**src/rtl/flash_pulse_pkg.sv**
```systemverilog
package flash_pulse_pkg;

  typedef enum logic [2:0] {
    FP_IDLE,
    FP_ARM,
    FP_SETUP,
    FP_PROG,
    FP_HOLD,
    FP_REC
  } fp_state_e;

  // Microseconds to clock cycles, rounded up, minimum one cycle.
  function automatic int unsigned us_to_cycles(input longint unsigned clk_hz,
                                               input int unsigned us);
    longint unsigned c;
    c = (clk_hz * longint'(us) + 64'd999_999) / 64'd1_000_000;
    if (c == 64'd0) c = 64'd1;
    return int'(c);
  endfunction

  function automatic int unsigned max4(input int unsigned a, input int unsigned b,
                                       input int unsigned c, input int unsigned d);
    int unsigned m;
    m = a;
    if (b > m) m = b;
    if (c > m) m = c;
    if (d > m) m = d;
    return m;
  endfunction

endpackage

```
**src/rtl/flash_pulse_timer.sv**
```systemverilog
module flash_pulse_timer #(
  parameter int unsigned CNT_W = 8
) (
  input  logic             clk_i,
  input  logic             rst_i,
  input  logic             load_i,
  input  logic [CNT_W-1:0] load_val_i,
  output logic             zero_o
);

  logic [CNT_W-1:0] cnt_q;

  always_ff @(posedge clk_i) begin
    if (rst_i) begin
      cnt_q <= '0;
    end else if (load_i) begin
      cnt_q <= load_val_i;
    end else if (cnt_q != '0) begin
      cnt_q <= cnt_q - 1'b1;
    end
  end

  assign zero_o = (cnt_q == '0);

  // Counter parks at zero instead of wrapping (interval lengths, R3)
  assert_timer_parks_R3: assert property (@(posedge clk_i) disable iff (rst_i)
    (zero_o && !load_i) |=> zero_o);

endmodule

```
**src/rtl/flash_pulse_seq.sv**
```systemverilog
module flash_pulse_seq
  import flash_pulse_pkg::*;
#(
  parameter int unsigned CNT_W     = 8,
  parameter int unsigned LEN_W     = 8,
  parameter int unsigned SETUP_CYC = 50,
  parameter int unsigned HOLD_CYC  = 5,
  parameter int unsigned REC_CYC   = 5
) (
  input  logic             clk_i,
  input  logic             rst_i,
  input  logic             start_i,
  input  logic [LEN_W-1:0] pulse_len_i,
  input  logic             zero_i,
  output logic             load_o,
  output logic [CNT_W-1:0] load_val_o,
  output logic             setup_o,
  output logic             prog_o,
  output logic             wdt_en_o,
  output logic             busy_o,
  output logic             done_o
);

  fp_state_e        state_q, state_d;
  logic [LEN_W-1:0] len_q;
  logic [LEN_W-1:0] len_eff;

  assign len_eff = (len_q == '0) ? LEN_W'(1) : len_q;

  always_comb begin
    state_d    = state_q;
    load_o     = 1'b0;
    load_val_o = '0;
    unique case (state_q)
      FP_IDLE: if (start_i) state_d = FP_ARM;
      FP_ARM: begin
        state_d    = FP_SETUP;
        load_o     = 1'b1;
        load_val_o = CNT_W'(SETUP_CYC - 1);
      end
      FP_SETUP: if (zero_i) begin
        state_d    = FP_PROG;
        load_o     = 1'b1;
        load_val_o = CNT_W'(len_eff) - CNT_W'(1);
      end
      FP_PROG: if (zero_i) begin
        state_d    = FP_HOLD;
        load_o     = 1'b1;
        load_val_o = CNT_W'(HOLD_CYC - 1);
      end
      FP_HOLD: if (zero_i) begin
        state_d    = FP_REC;
        load_o     = 1'b1;
        load_val_o = CNT_W'(REC_CYC - 1);
      end
      FP_REC: if (zero_i) state_d = FP_IDLE;
      default: state_d = FP_IDLE;
    endcase
  end

  always_ff @(posedge clk_i) begin
    if (rst_i) begin
      state_q  <= FP_IDLE;
      len_q    <= '0;
      setup_o  <= 1'b0;
      prog_o   <= 1'b0;
      wdt_en_o <= 1'b0;
      busy_o   <= 1'b0;
      done_o   <= 1'b0;
    end else begin
      state_q  <= state_d;
      if (state_q == FP_IDLE && start_i) len_q <= pulse_len_i;
      setup_o  <= (state_d == FP_SETUP) || (state_d == FP_PROG) || (state_d == FP_HOLD);
      prog_o   <= (state_d == FP_PROG);
      wdt_en_o <= (state_d != FP_IDLE);
      busy_o   <= (state_d != FP_IDLE);
      done_o   <= (state_q == FP_REC) && (state_d == FP_IDLE);
    end
  end

  assert_wdt_before_setup_R2: assert property (@(posedge clk_i) disable iff (rst_i)
    $rose(setup_o) |-> $past(wdt_en_o));

  assert_prog_after_setup_R3: assert property (@(posedge clk_i) disable iff (rst_i)
    $rose(prog_o) |-> $past(setup_o));

  assert_prog_nested_R5: assert property (@(posedge clk_i) disable iff (rst_i)
    prog_o |-> setup_o);

  assert_setup_drops_late_R5: assert property (@(posedge clk_i) disable iff (rst_i)
    $fell(setup_o) |-> !$past(prog_o));

  assert_done_single_R6: assert property (@(posedge clk_i) disable iff (rst_i)
    done_o |=> !done_o);

  assert_done_closes_wdt_R6: assert property (@(posedge clk_i) disable iff (rst_i)
    done_o |-> (!wdt_en_o && $past(wdt_en_o) && !setup_o));

endmodule

```
**src/rtl/flash_pulse_gen.sv**
```systemverilog
module flash_pulse_gen
  import flash_pulse_pkg::*;
#(
  parameter int unsigned CLK_HZ     = 20_000_000,
  parameter int unsigned SETUP_US   = 50,
  parameter int unsigned HOLD_US    = 5,
  parameter int unsigned RECOVER_US = 5,
  parameter int unsigned LEN_W      = 8
) (
  input  logic             clk_i,
  input  logic             rst_i,
  input  logic             start_i,
  input  logic [LEN_W-1:0] pulse_len_i,
  output logic             setup_o,
  output logic             prog_o,
  output logic             wdt_en_o,
  output logic             busy_o,
  output logic             done_o
);

  localparam int unsigned SETUP_CYC = us_to_cycles(longint'(CLK_HZ), SETUP_US);
  localparam int unsigned HOLD_CYC  = us_to_cycles(longint'(CLK_HZ), HOLD_US);
  localparam int unsigned REC_CYC   = us_to_cycles(longint'(CLK_HZ), RECOVER_US);
  localparam int unsigned MAX_CYC   = max4(SETUP_CYC, HOLD_CYC, REC_CYC, 2 ** LEN_W);
  localparam int unsigned CNT_W     = $clog2(MAX_CYC + 1);

  logic             load;
  logic [CNT_W-1:0] load_val;
  logic             cnt_zero;

  flash_pulse_timer #(
    .CNT_W (CNT_W)
  ) timer_i (
    .clk_i      (clk_i),
    .rst_i      (rst_i),
    .load_i     (load),
    .load_val_i (load_val),
    .zero_o     (cnt_zero)
  );

  flash_pulse_seq #(
    .CNT_W     (CNT_W),
    .LEN_W     (LEN_W),
    .SETUP_CYC (SETUP_CYC),
    .HOLD_CYC  (HOLD_CYC),
    .REC_CYC   (REC_CYC)
  ) seq_i (
    .clk_i       (clk_i),
    .rst_i       (rst_i),
    .start_i     (start_i),
    .pulse_len_i (pulse_len_i),
    .zero_i      (cnt_zero),
    .load_o      (load),
    .load_val_o  (load_val),
    .setup_o     (setup_o),
    .prog_o      (prog_o),
    .wdt_en_o    (wdt_en_o),
    .busy_o      (busy_o),
    .done_o      (done_o)
  );

endmodule

```
**config.mk**
```make
export PLATFORM = sky130hd
export DESIGN_NAME = flash_pulse_gen
export DESIGN_NICKNAME = d
export VERILOG_FILES = /design/src/rtl/flash_pulse_pkg.sv /design/src/rtl/flash_pulse_timer.sv /design/src/rtl/flash_pulse_seq.sv /design/src/rtl/flash_pulse_gen.sv
export SDC_FILE = /design/constraint.sdc
export NUM_CORES = 1
export LEC_CHECK = 0
export ABC_AREA = 0
export BUFFER_PORTS_ARGS = -buffer_cell sky130_fd_sc_hd__buf_2
export CAP_MARGIN = 20
export CORE_AREA = 2 2 61 63
export CTS_BUF_LIST = sky130_fd_sc_hd__clkbuf_4 sky130_fd_sc_hd__clkbuf_8
export DETAILED_ROUTE_END_ITERATION = 10
export DIE_AREA = 0 0 63 65
export HOLD_SLACK_MARGIN = 0.12
export PLACE_DENSITY = 0.64
export SLEW_MARGIN = 20
export SYNTH_ARGS = -nofsm -noshare
export SYNTH_HDL_FRONTEND = slang
export SYNTH_SLANG_ARGS = --single-unit
```
**constraint.sdc**
```tcl
create_clock -name clk_i -period 4.4 [get_ports clk_i]
set_input_delay 0.66 -clock clk_i [delete_from_list [all_inputs] [get_ports clk_i]]
set_output_delay 0.66 -clock clk_i [all_outputs]
set_load 0.1 [all_outputs]
```
==> parameters.txt <==
Parameter                              Value

STA
  Worst-case clock skew    0.000778 ns
  Number of setup violations in the final report    0
  RSZ-0062 raised after global routing    no
  Transition at the pin with the smallest max-transition slack    0.781 ns
  Sum of negative setup slack    0 ns
  Final critical delay including setup and external delays    2.45 ns
  Worst hold slack across all endpoints    0.499 ns
  Highest clock rate    408 MHz
  Fin. Hold Viols    0
  Max Slew Vio Count    0
  Final period util    55.7%
  Max-slew headroom at the worst pin    47.8%

GRT
  GRT Residual Overflow    0
  Gr usage total    13.9%
  Maximum number of pins on one net before global-route repair    19
  Number of global-route vias before repair    1047
  Number of antenna violations at the first check in global routing    0
  Wire length of the first global-routing pass    4630 um

Setup path
  Cell with the largest stage delay on the worst path    or4b_4
  Slowest stage delay, CP    0.52 ns
  Crit-path cells    inv_1, ha_1, or4b_4, nor3_4, and3_1, a41oi_1, a21oi_1
  CP startpoint kind    register
  Biggest fanout along the worst timing path    9
  WP data arrival    2.69 ns
  Type of element capturing the critical path    register
  Critical Path RT    4.64 ns
  Worst Path Buf+Inv    1
  Family with the most delay on the worst path    simple AND/OR/NAND/NOR gates
  Type of the worst setup path    register to register

Yosys
  Yosys reg bits    25
  Per-instance average area after synthesis    8.21 um2
  Number of enable-type register cells in the synthesized netlist    0
  Synth Instances    163
  Most frequently used cell type in the post-synthesis netlist    nand2_1
  Post-synthesis cell type count    44
  Commonest cells in the synthesized netlist    26 x nand2_1, 25 x dfxtp_1, 19 x a21oi_1
  Synth warn    0
  Post-synthesis instance area    0.00134 mm2
  Post-synth net total    176
  Top cells by area in the synthesized netlist    dfxtp_1 37%, nand2_1 7.3%, a21oi_1 7.1%
  Post-synthesis sequential area ratio    37.4%
  Most used flip-flop cell after synthesis    dfxtp_1
  Dominant cell type by area after synthesis    dfxtp_1
  Async set-reset flop share out of synthesis    0%
  Portion of synthesized cell area occupied by the leading cell type    37.4%

CTS
  Post-CTS sizing    0
  Buffer count from post-CTS setup fixing    0
  CTS hold repair buffers    0
  Max Root-Sink Buffers    2
  Root buf cell    clkbuf_4
  Clock buffer count from CTS    3
  Sink Count    25
  Latest clock arrival within the worst-skew pair    0.31 ns
  Post-CTS clock slew at the launch and capture registers of the worst setup and hold paths    0.13 ns
  Number of levels the H-tree was split into    1
  TritonCTS clock tree    yes

Placement
  Final weighted congestion in routability-driven placement    0.948
  HPWL Detailed    2010 um
  Number of port buffers    15

Cells and area
  Antenna Diode Count    0
  Count of filler cells inserted in the layout    384
  Proportion of layout cells with a drive suffix above 1    16.2%
  Growth of design area from synthesis to finish    7.86%
  Final layout net count    187
  Area occupied by registers    500 um2
  Area of combinational cells with multiple inputs    766 um2

Routing
  Number of optimization iterations in the first detailed-route pass    4
  Total detailed-routing wirelength    2670 um
  Wirelength per Cell    12.1 um
  Initial detailed-routing violation count    28
  Vias per inst    4.99
  Count of unresolved DRC violations after routing    0
  Total number of vias    1102
  Number of routed nets with antenna violations    0

Pwr
  Leakage dissipation    0.601 nW
  Maximum ir drop on the vdd rail    0.278 mV
  Power per unit of standard cell area    593 mW/mm2
  Design Power    0.855 mW

Floorplanning
  Effective utilization at floorplan    38.3%
  Placeable core region    0.00350 mm2
  Number of standard-cell rows in the floorplan    22
  IO Pins    16
  Area of the die    0.00410 mm2
  Chip width    63 um
  Chip height    65 um

Status
  Status    complete, no violations

Run
  Max capacitance violation total    0

Min path
  Tightest Hold Check Type    register to register
[layout by cell type (no fill, tap or decap), types with 3 or more instances in the layout]
| cell type | Yosys | layout |
|---|---|---|
| nand2_1 | 26 | 26 |
| dfxtp_1 | 25 | 25 |
| a21oi_1 | 19 | 19 |
| nor2_1 | 15 | 15 |
| buf_2 | 0 | 15 |
| xor2_1 | 8 | 8 |
| nor3_1 | 6 | 6 |
| nor4_1 | 5 | 5 |
| xnor2_1 | 4 | 4 |
| o21ai_0 | 4 | 4 |
| clkbuf_4 | 1 | 4 |
| inv_1 | 3 | 3 |
| nand2b_1 | 3 | 3 |
| a22oi_1 | 3 | 3 |
[where the power goes]
| part | switching, mW | internal (mW) |
|---|---|---|
| registers | 0.0598 | 0.278 |
| logic | 0.233 | 0.179 |
| clock network | 0.0633 | 0.0415 |
| total | 0.356 | 0.499 |
[final cells by class]
class                   count  share of cell area, %
multi-input cells         126                   53.1
flip-flops and latches     25                   34.7
repair buffers             15                   5.20
well taps                  48                   4.16
clock buffers               4                   2.08
inverters                   3                  0.781
[stage by stage]
stage          instances  utilization, %  cell area, um2  worst slack [ns]
2_1_floorplan        163               -            1340              2.32
3_3_place_gp         217            40.4            1410              2.12
3_5_place_dp         217            40.4            1410              1.99
4_1_cts              221            41.3            1440              1.96
5_1_grt              221            41.3            1440              1.73
6_report             221            41.3            1440              1.95
[cell families after synthesis]
kind of cell | Yosys count | synth area share, %
AOI/OAI and AO/OA | 36 | 16.7
xor gates and xnor gates | 12 | 7.86
adders and majority gates | 2 | 1.87
buffers and inverters | 12 | 5.33
DFF | 25 | 37.4
muxes | 2 | 1.59
and+or+nand+nor | 74 | 29.3
[routing by layer]
metal | track usage (%) | vias to the layer above | routed length (um)
met5 | 0 | - | 0
met4 | 5.00 | 0 | 17
met3 | 1.56 | 2 | 38
met2 | 24.1 | 8 | 1280
met1 | 17.7 | 503 | 1330
li1 | - | 589 | -
[sequential cells by signal, indices dropped and copies added (netlist names)]
signal,flops
seq_i.done_o,1
seq_i.len_q,8
seq_i.prog_o,1
seq_i.setup_o,1
seq_i.state_q,3
seq_i.wdt_en_o,1
timer_i.cnt_q,10
[path summary, 6_finish.rpt]
| check | startpoint | to | slack, ns | cells after the start |
|---|---|---|---|---|
| worst max-delay path | timer_i.cnt_q[0] | timer_i.cnt_q[9] | 1.95 | 7 |
| worst min-delay path | seq_i.len_q[1] | seq_i.len_q[1] | 0.50 | 2 |
| worst max register to register | timer_i.cnt_q[0] | timer_i.cnt_q[9] | 1.95 | 7 |
| worst min register to register | seq_i.len_q[1] | seq_i.len_q[1] | 0.50 | 2 |
[tightest hold or removal path: stages (launching register included)]
cell and delay [ns]:
dfxtp_1 0.35, nand2_1 0.06, a21oi_1 0.05
(Power assumes the default switching activity.)
